$ cat src/rtl/sram_slv_pkg.sv
package sram_slv_pkg;
  // Minimum number of consecutive synchronized samples for a valid cycle
  localparam int unsigned MIN_ACTIVE = 2;
  // Synchronizer depth
  localparam int unsigned SYNC_DEPTH = 2;

  typedef struct packed {
    logic ce1_n;
    logic ce2;
    logic we_n;
    logic oe_n;
  } ctl_t;

  localparam int unsigned CTL_W = $bits(ctl_t);
  localparam ctl_t CTL_IDLE = '{ce1_n: 1'b1, ce2: 1'b0, we_n: 1'b1, oe_n: 1'b1};
endpackage

$ cat src/rtl/sram_sync.sv
module sram_sync #(
  parameter int unsigned W     = 1,
  parameter int unsigned DEPTH = 2,
  parameter logic [W-1:0] RST_VAL = '0
) (
  input  logic         clk,
  input  logic         rst,
  input  logic [W-1:0] d,
  output logic [W-1:0] q
);
  logic [W-1:0] stage [DEPTH];

  for (genvar i = 0; i < DEPTH; i++) begin : g_stage
    if (i == 0) begin : g_first
      always_ff @(posedge clk) begin
        if (rst) stage[i] <= RST_VAL;
        else     stage[i] <= d;
      end
    end else begin : g_next
      always_ff @(posedge clk) begin
        if (rst) stage[i] <= RST_VAL;
        else     stage[i] <= stage[i-1];
      end
    end
  end

  assign q = stage[DEPTH-1];
endmodule

$ cat src/rtl/sram_cycle_det.sv
module sram_cycle_det
  import sram_slv_pkg::*;
#(
  parameter int unsigned MIN_ACT = MIN_ACTIVE
) (
  input  logic clk,
  input  logic rst,
  input  ctl_t s_ctl,
  output logic wr_done,
  output logic rd_drive
);
  localparam int unsigned CW = $clog2(MIN_ACT + 1);
  localparam logic [CW-1:0] FULL = CW'(MIN_ACT);

  logic          wr_act;
  logic          rd_act;
  logic [CW-1:0] run_cnt;

  // A write is active only with all three strobes asserted together
  assign wr_act = !s_ctl.ce1_n && s_ctl.ce2 && !s_ctl.we_n;
  assign rd_act = !s_ctl.ce1_n && s_ctl.ce2 && !s_ctl.oe_n && s_ctl.we_n;

  // Cycle closes on the first strobe that drops, once long enough
  assign wr_done = !wr_act && (run_cnt == FULL);

  always_ff @(posedge clk) begin
    if (rst) begin
      run_cnt  <= '0;
      rd_drive <= 1'b0;
    end else begin
      rd_drive <= rd_act;
      if (!wr_act)             run_cnt <= '0;
      else if (run_cnt != FULL) run_cnt <= run_cnt + 1'b1;
    end
  end
endmodule

$ cat src/rtl/sram_wr_out.sv
module sram_wr_out #(
  parameter int unsigned AW = 13,
  parameter int unsigned DW = 8
) (
  input  logic          clk,
  input  logic          rst,
  input  logic          take,
  input  logic [AW-1:0] cap_addr,
  input  logic [DW-1:0] cap_data,
  output logic          o_valid,
  input  logic          o_ready,
  output logic [AW-1:0] o_addr,
  output logic [DW-1:0] o_data
);
  logic slot_free;

  assign slot_free = !o_valid || o_ready;

  always_ff @(posedge clk) begin
    if (rst) begin
      o_valid <= 1'b0;
      o_addr  <= '0;
      o_data  <= '0;
    end else begin
      if (o_valid && o_ready) o_valid <= 1'b0;
      // Only load when no item is waiting; otherwise the new write is lost
      if (take && !o_valid) begin
        o_valid <= 1'b1;
        o_addr  <= cap_addr;
        o_data  <= cap_data;
      end
    end
  end

  logic unused_free;
  assign unused_free = slot_free;
endmodule

$ cat src/rtl/sram_bus_slave.sv
module sram_bus_slave
  import sram_slv_pkg::*;
#(
  parameter int unsigned AW = 13,
  parameter int unsigned DW = 8
) (
  input  logic          clk,
  input  logic          rst,
  input  logic          ce1_n,
  input  logic          ce2,
  input  logic          we_n,
  input  logic          oe_n,
  input  logic [AW-1:0] addr,
  input  logic [DW-1:0] din,
  output logic          wr_valid,
  input  logic          wr_ready,
  output logic [AW-1:0] wr_addr,
  output logic [DW-1:0] wr_data,
  output logic          dq_oe
);
  localparam int unsigned BW = CTL_W + AW + DW;
  localparam logic [BW-1:0] BUS_RST = {CTL_IDLE, {(AW+DW){1'b0}}};

  ctl_t          s_ctl;
  logic [AW-1:0] s_addr;
  logic [DW-1:0] s_data;
  logic          wr_done;

  sram_sync #(.W(BW), .DEPTH(SYNC_DEPTH), .RST_VAL(BUS_RST)) u_sync (
    .clk (clk),
    .rst (rst),
    .d   ({ce1_n, ce2, we_n, oe_n, addr, din}),
    .q   ({s_ctl, s_addr, s_data})
  );

  sram_cycle_det #(.MIN_ACT(MIN_ACTIVE)) u_det (
    .clk      (clk),
    .rst      (rst),
    .s_ctl    (s_ctl),
    .wr_done  (wr_done),
    .rd_drive (dq_oe)
  );

  sram_wr_out #(.AW(AW), .DW(DW)) u_out (
    .clk      (clk),
    .rst      (rst),
    .take     (wr_done),
    .cap_addr (s_addr),
    .cap_data (s_data),
    .o_valid  (wr_valid),
    .o_ready  (wr_ready),
    .o_addr   (wr_addr),
    .o_data   (wr_data)
  );
endmodule

$ cat config.mk
export PLATFORM = sky130hd
export DESIGN_NAME = sram_bus_slave
export DESIGN_NICKNAME = d
export VERILOG_FILES = /design/src/rtl/sram_slv_pkg.sv /design/src/rtl/sram_sync.sv /design/src/rtl/sram_cycle_det.sv /design/src/rtl/sram_wr_out.sv /design/src/rtl/sram_bus_slave.sv
export SDC_FILE = /design/constraint.sdc
export NUM_CORES = 1
export LEC_CHECK = 0
export BUFFER_PORTS_ARGS = -buffer_cell sky130_fd_sc_hd__buf_2
export CORE_MARGIN = 2
export CORE_UTILIZATION = 45
export DETAILED_ROUTE_END_ITERATION = 10
export PLACE_DENSITY = 0.73
export SLEW_MARGIN = 20
export SYNTH_ARGS = -nofsm -noshare
export SYNTH_HDL_FRONTEND = slang
export SYNTH_SLANG_ARGS = --single-unit
$ cat constraint.sdc
create_clock -name clk -period 2.53 [get_ports clk]
set_clock_uncertainty 0.1 [all_clocks]
set_input_delay 0.506 -clock clk [delete_from_list [all_inputs] [get_ports clk]]
set_output_delay 0.506 -clock clk [all_outputs]
set_load 0.01 [all_outputs]
Word level (Yosys, flattened, before mapping) --
Memories as Yosys holds them, arrays and structs flattened. Index checks and enable logic that the tools add are counted.
Word-level totals: logic and storage cells 33, output and inout bits 23, memories kept 1, input port bits 28, register bits after elaboration 25, RAM bits 50
Cells by class: $add $sub $neg 1, equality and inequality tests 2, bitwise logic cells 3, muxes and demuxes 7, reductions and logical operators 14
Memory list:
- u_sync.stage | words 2, width 25, read ports 2, clocked after Yosys merged registers in 0, wr ports 2, RTL line sram_sync.sv:11 | logic [W-1:0] stage [DEPTH];
Operator list (number):
- $mux 25 | 2
- $logic_and 1x1->1 | 7
- $logic_not 1->1 | 5
- $mux 1 | 5
- $add 2x1->2 const B | 1
- $eq 2x2->1 const B | 1
- $ne 2x2->1 const B | 1
- $or 1x1->1 | 2
- $reduce_bool 2->1 | 1
- $reduce_or 2->1 | 1
- $not 1->1 | 1

Depth between registers and ports, before layout --
depth in word-level cells 7, gate-level depth with buffers 6, gate-level depth less buffers 5

Modules after synthesis --
A second synthesis with hierarchy kept.
Unflattened totals: cell total of the unflattened synthesis 217, area total of the unflattened synthesis 2477.4 um2
By module, submodules not included:
- sram_sync | seq. area each 1001.0 um2, area an instance 1345.0 um2, cells an instance 105, instances 1
- sram_wr_out | seq. area each 440.4 um2, area an instance 988.4 um2, cells an instance 98, instances 1
- sram_cycle_det | seq. area each 60.1 um2, area an instance 143.9 um2, cells an instance 14, instances 1

Worst setup path before layout --
OpenSTA, ideal clock, no wires.
path type input port to flip-flop, from input port rst, to register u_det.run_cnt[0], slack 1.210 ns, required time 2.366 ns, stages on the path 3, library setup time 0.064 ns, data arrival time 1.156 ns, path buffers 1, path through buf_6 -> or3_2 -> nor2_1
Between the ends: longest elaborated chain between the ends 1
RTL lines:
- start, declared | RTL line sram_bus_slave.sv:8 | input logic rst,
- $reduce_or 2->1 (no source line)
- end signal, assigned | RTL line sram_cycle_det.sv:33 | else if (run_cnt != FULL) run_cnt <= run_cnt + 1'b1;
- end, declared | RTL line sram_cycle_det.sv:17 | logic [CW-1:0] run_cnt;
No other way between the ends. A chain may end at the register's enable or synchronous reset.

Final worst setup path --
from register u_det.run_cnt[0], to register u_out.o_data[6]
Between the ends: longest elaborated chain between the ends 3
RTL lines:
- $eq 2x2->1 | RTL line sram_cycle_det.sv:24 | assign wr_done = !wr_act && (run_cnt == FULL);
- $logic_and 1x1->1 | RTL line sram_cycle_det.sv:24
- $logic_and 1x1->1 | RTL line sram_wr_out.sv:27 | if (take && !o_valid) begin
- end signal, assigned | RTL line sram_wr_out.sv:30 | o_data <= cap_data;
- end, declared | RTL line sram_wr_out.sv:13 | output logic [DW-1:0] o_data
No other way between the ends.

==> flow_summary_export.csv <==
group,metric,value,unit
layout,diodes,0,
routing,viasPerCell,4.135,
routing,dr.pass1.iters,5,
logic_synthesis,ys_async_sr_fraction,0,
logic_synthesis,syn_area,2482,um^2
outcome,outcome,"finished, final reports clean",
sta,hold_viol_final,0,
layout,stdcell_count,341,
clocking,ctsResizeCount,0,
logic_synthesis,syn-num-nets,244,
clocking,numCtsBuffers,9,
placed_design,dpl_worst_slack,0.8768,ns
routing,met1Wirelength,1.631,mm
setup_path,path_max_fanout,14,
die,die_width,78.27,um
logic_synthesis,synth_top_area_frac,0.6048,
layout,drive_gt1_frac,0.2825,
logic_synthesis,synth_seq_cells,75,
routing,vias,1410,
placed_design,hpwl,2.257,mm
clocking,postCtsSetupBuffers,0,
sta,worst_slack,0.8644,ns
sta,setup_viol,0,
sta,final.setup.tns,0,ns
layout,fillCellCount,501,
routing,wl_met3,172,um
pwr,p_leak,1.215,nW
logic_synthesis,synth.area.top_cells,"dfxtp_1 (60%), nor2b_1 (11%), nand2b_1 (11%), mux2i_1 (8.5%), buf_12 (1.6%)",
global_route,grt_pass1_wl,5.658,mm
sta,worst-slew-pin-transition,0.4788,ns
logic_synthesis,synth_top_area_cell,"dfxtp_1",
clocking,htreeDepth,3,
routing,wl_per_cell,10.05,um
logic_synthesis,ys_warn_count,0,
clocking,clk_pin_slew,0.07,ns
die,die_h,78.27,um
routing,routed_wl,3.427,mm
logic_synthesis,synth_cell_types,18,
routing,drc,0,
setup_path,end_kind,"register",
sta,period_share,0.6583,
clocking,cts.sinks,75,
setup_path,setup.worst_path.class,"reg2reg",
global_route,track_usage,0.1225,
sta,hold_ws,0.2521,ns
die,num_rows,27,
routing,ant_nets,0,
logic_synthesis,synth_edf_count,0,
global_route,grt_max_degree,54,
global_route,grt_pass1_vias,1301,
sta,layout_min_cycle_time,1.666,ns
routing,first_iter_violations,55,
global_route,grt_overflow,0,
sta,rsz0062_at_grt,"no",
logic_synthesis,syn_inst,215,
setup_path,crit_arrival,1.83,ns
layout,area.growth.synth_to_final,19.00,%
hold_path,worstHoldPathType,"in2reg",
clocking,clk_latency,0.33,ns
logic_synthesis,yosysMostFrequentCell,"dfxtp_1",
logic_synthesis,ys_seq_area_frac,0.6048,
logic_synthesis,dominantRegCellSynth,"dfxtp_1",
clocking,root_buffer,"clkbuf_8",
placed_design,dpl.cell_count,327,
setup_path,cp-start-kind,"register",
logic_synthesis,ys_top_cells_by_count,"dfxtp_1 (75), nor2b_1 (44), nand2b_1 (42)",
global_route,antenna_found_initial,0,
placed_design,gp_congestion,0.7059,
layout,postLayoutCoreUtil,0.5465,
clocking,cts_tree,"yes",
pwr,ir_worst_vdd,0.4004,mV
setup_path,required,2.69,ns
sta,fmax,600.4,MHz
setup_path,slowest_stage,"o211a_1",
die,core_area,5405,um^2
die,dieArea,6126,um^2
pwr,power.density,725.5,nW/um^2
placed_design,io_buffer_count,50,
die,ios,51,
logic_synthesis,synth.avg_cell_area,11.55,um^2
job,drv_cap,0,
sta,final_max_slew_viol_count,0,
clocking,clockBufferDepth,2,
setup_path,slowest_delay,0.48,ns
routing,wl_met2,1.531,mm
setup_path,cp_cell_sequence,"inv_1, ha_1, o211a_1, buf_12, mux2i_1",
routing,top_layer,"met4",
layout,fin_nets,295,
clocking,hold_buffers,0,
sta,max_slew_margin,0.6808,
die,start_util,0.4593,
==> kinds of logic (layout without fill, tap and decap cells) <==
group / count (synthesis) / in the layout / synth area share
compound gates: 3 / 3 / 0.01008
xor+xnor: 1 / 1 / 0.003529
fa+ha+maj: 1 / 1 / 0.005040
buf+inv: 15 / 69 / 0.04183
flops: 75 / 75 / 0.6048
mux: 21 / 21 / 0.08468
simple gates: 99 / 99 / 0.2500
==> state kept, by name, summed over array words and instances (netlist names) <==
signal,cells
u_det.rd_drive,1
u_out.o_valid,1
u_sync.stage,50
u_out.o_addr,13
u_out.o_data,8
u_det.run_cnt,2
==> report_power, final <==
group	internal [mW]	switching (mW)
clock	0.442	0.394
sequential	1.22	0.00873
combinational	0.0499	0.0311
==> worst max-delay path, delay by kind of cell, from the launching register on <==
family,cells,cell delay (ns)
compound gates,1,0.48
flops,1,0.32
buf+inv,2,0.29
fa+ha+maj,1,0.22
mux,1,0.18
==> metal layers <==
metal / vias up / global-route usage
met3: 7 / 0.04138
met2: 34 / 0.1836
met1: 603 / 0.1461
met4: 0 / 0.08947
li1: 766 / -
met5: - / 0
==> cells in the final DEF (no fill, tap or decap) <==
cell        Yosys  final
a21oi_1         1      1
buf_12          2      2
buf_2           0     50
buf_4           0      1
bufinv_16       0      1
clkbuf_8        0      9
clkinv_2        0      2
clkinv_4        0      1
clkinvlp_4      0      1
dfxtp_1        75     75
ha_1            1      1
inv_1           2      2
mux2i_1        21     21
nand2b_1       42     42
nand2b_4        1      1
nor2_1          4      4
nor2b_1        44     44
nor4b_1         1      1
o211a_1         1      1
o21ba_2         1      1
or2_2           6      6
or3_2           1      1
xor2_1          1      1
==> cell type report <==
cell class	instances	area (um^2)	share of cell area
repair buffers	53	297.8	0.1008
multi-input cells	125	877.1	0.2969
inverters	2	7.507	0.002541
clock buffers	9	123.9	0.04193
flip-flops and latches	75	1501	0.5083
clock inverters	5	56.30	0.01906
well taps	72	90.09	0.03050
==> final timing paths <==
path	startpoint	endpoint	slack, ns	cells past startpoint
hold / removal	ce1_n	u_sync.stage[0][24]	0.25	2
hold reg to reg	u_sync.stage[1][21]	u_det.rd_drive	0.30	1
setup / recovery	u_det.run_cnt[0]	u_out.o_data[6]	0.86	5
setup reg to reg	u_det.run_cnt[0]	u_out.o_data[6]	0.86	5
==> through the flow <==
stage	total power, mW	cell area, um^2
3_5_place_dp	1.336	2774
2_1_floorplan	1.305	2482
4_1_cts	2.170	2954
5_1_grt	2.230	2954
3_3_place_gp	1.334	2774
6_report	2.143	2954
Power figures use the tool's default switching activity.
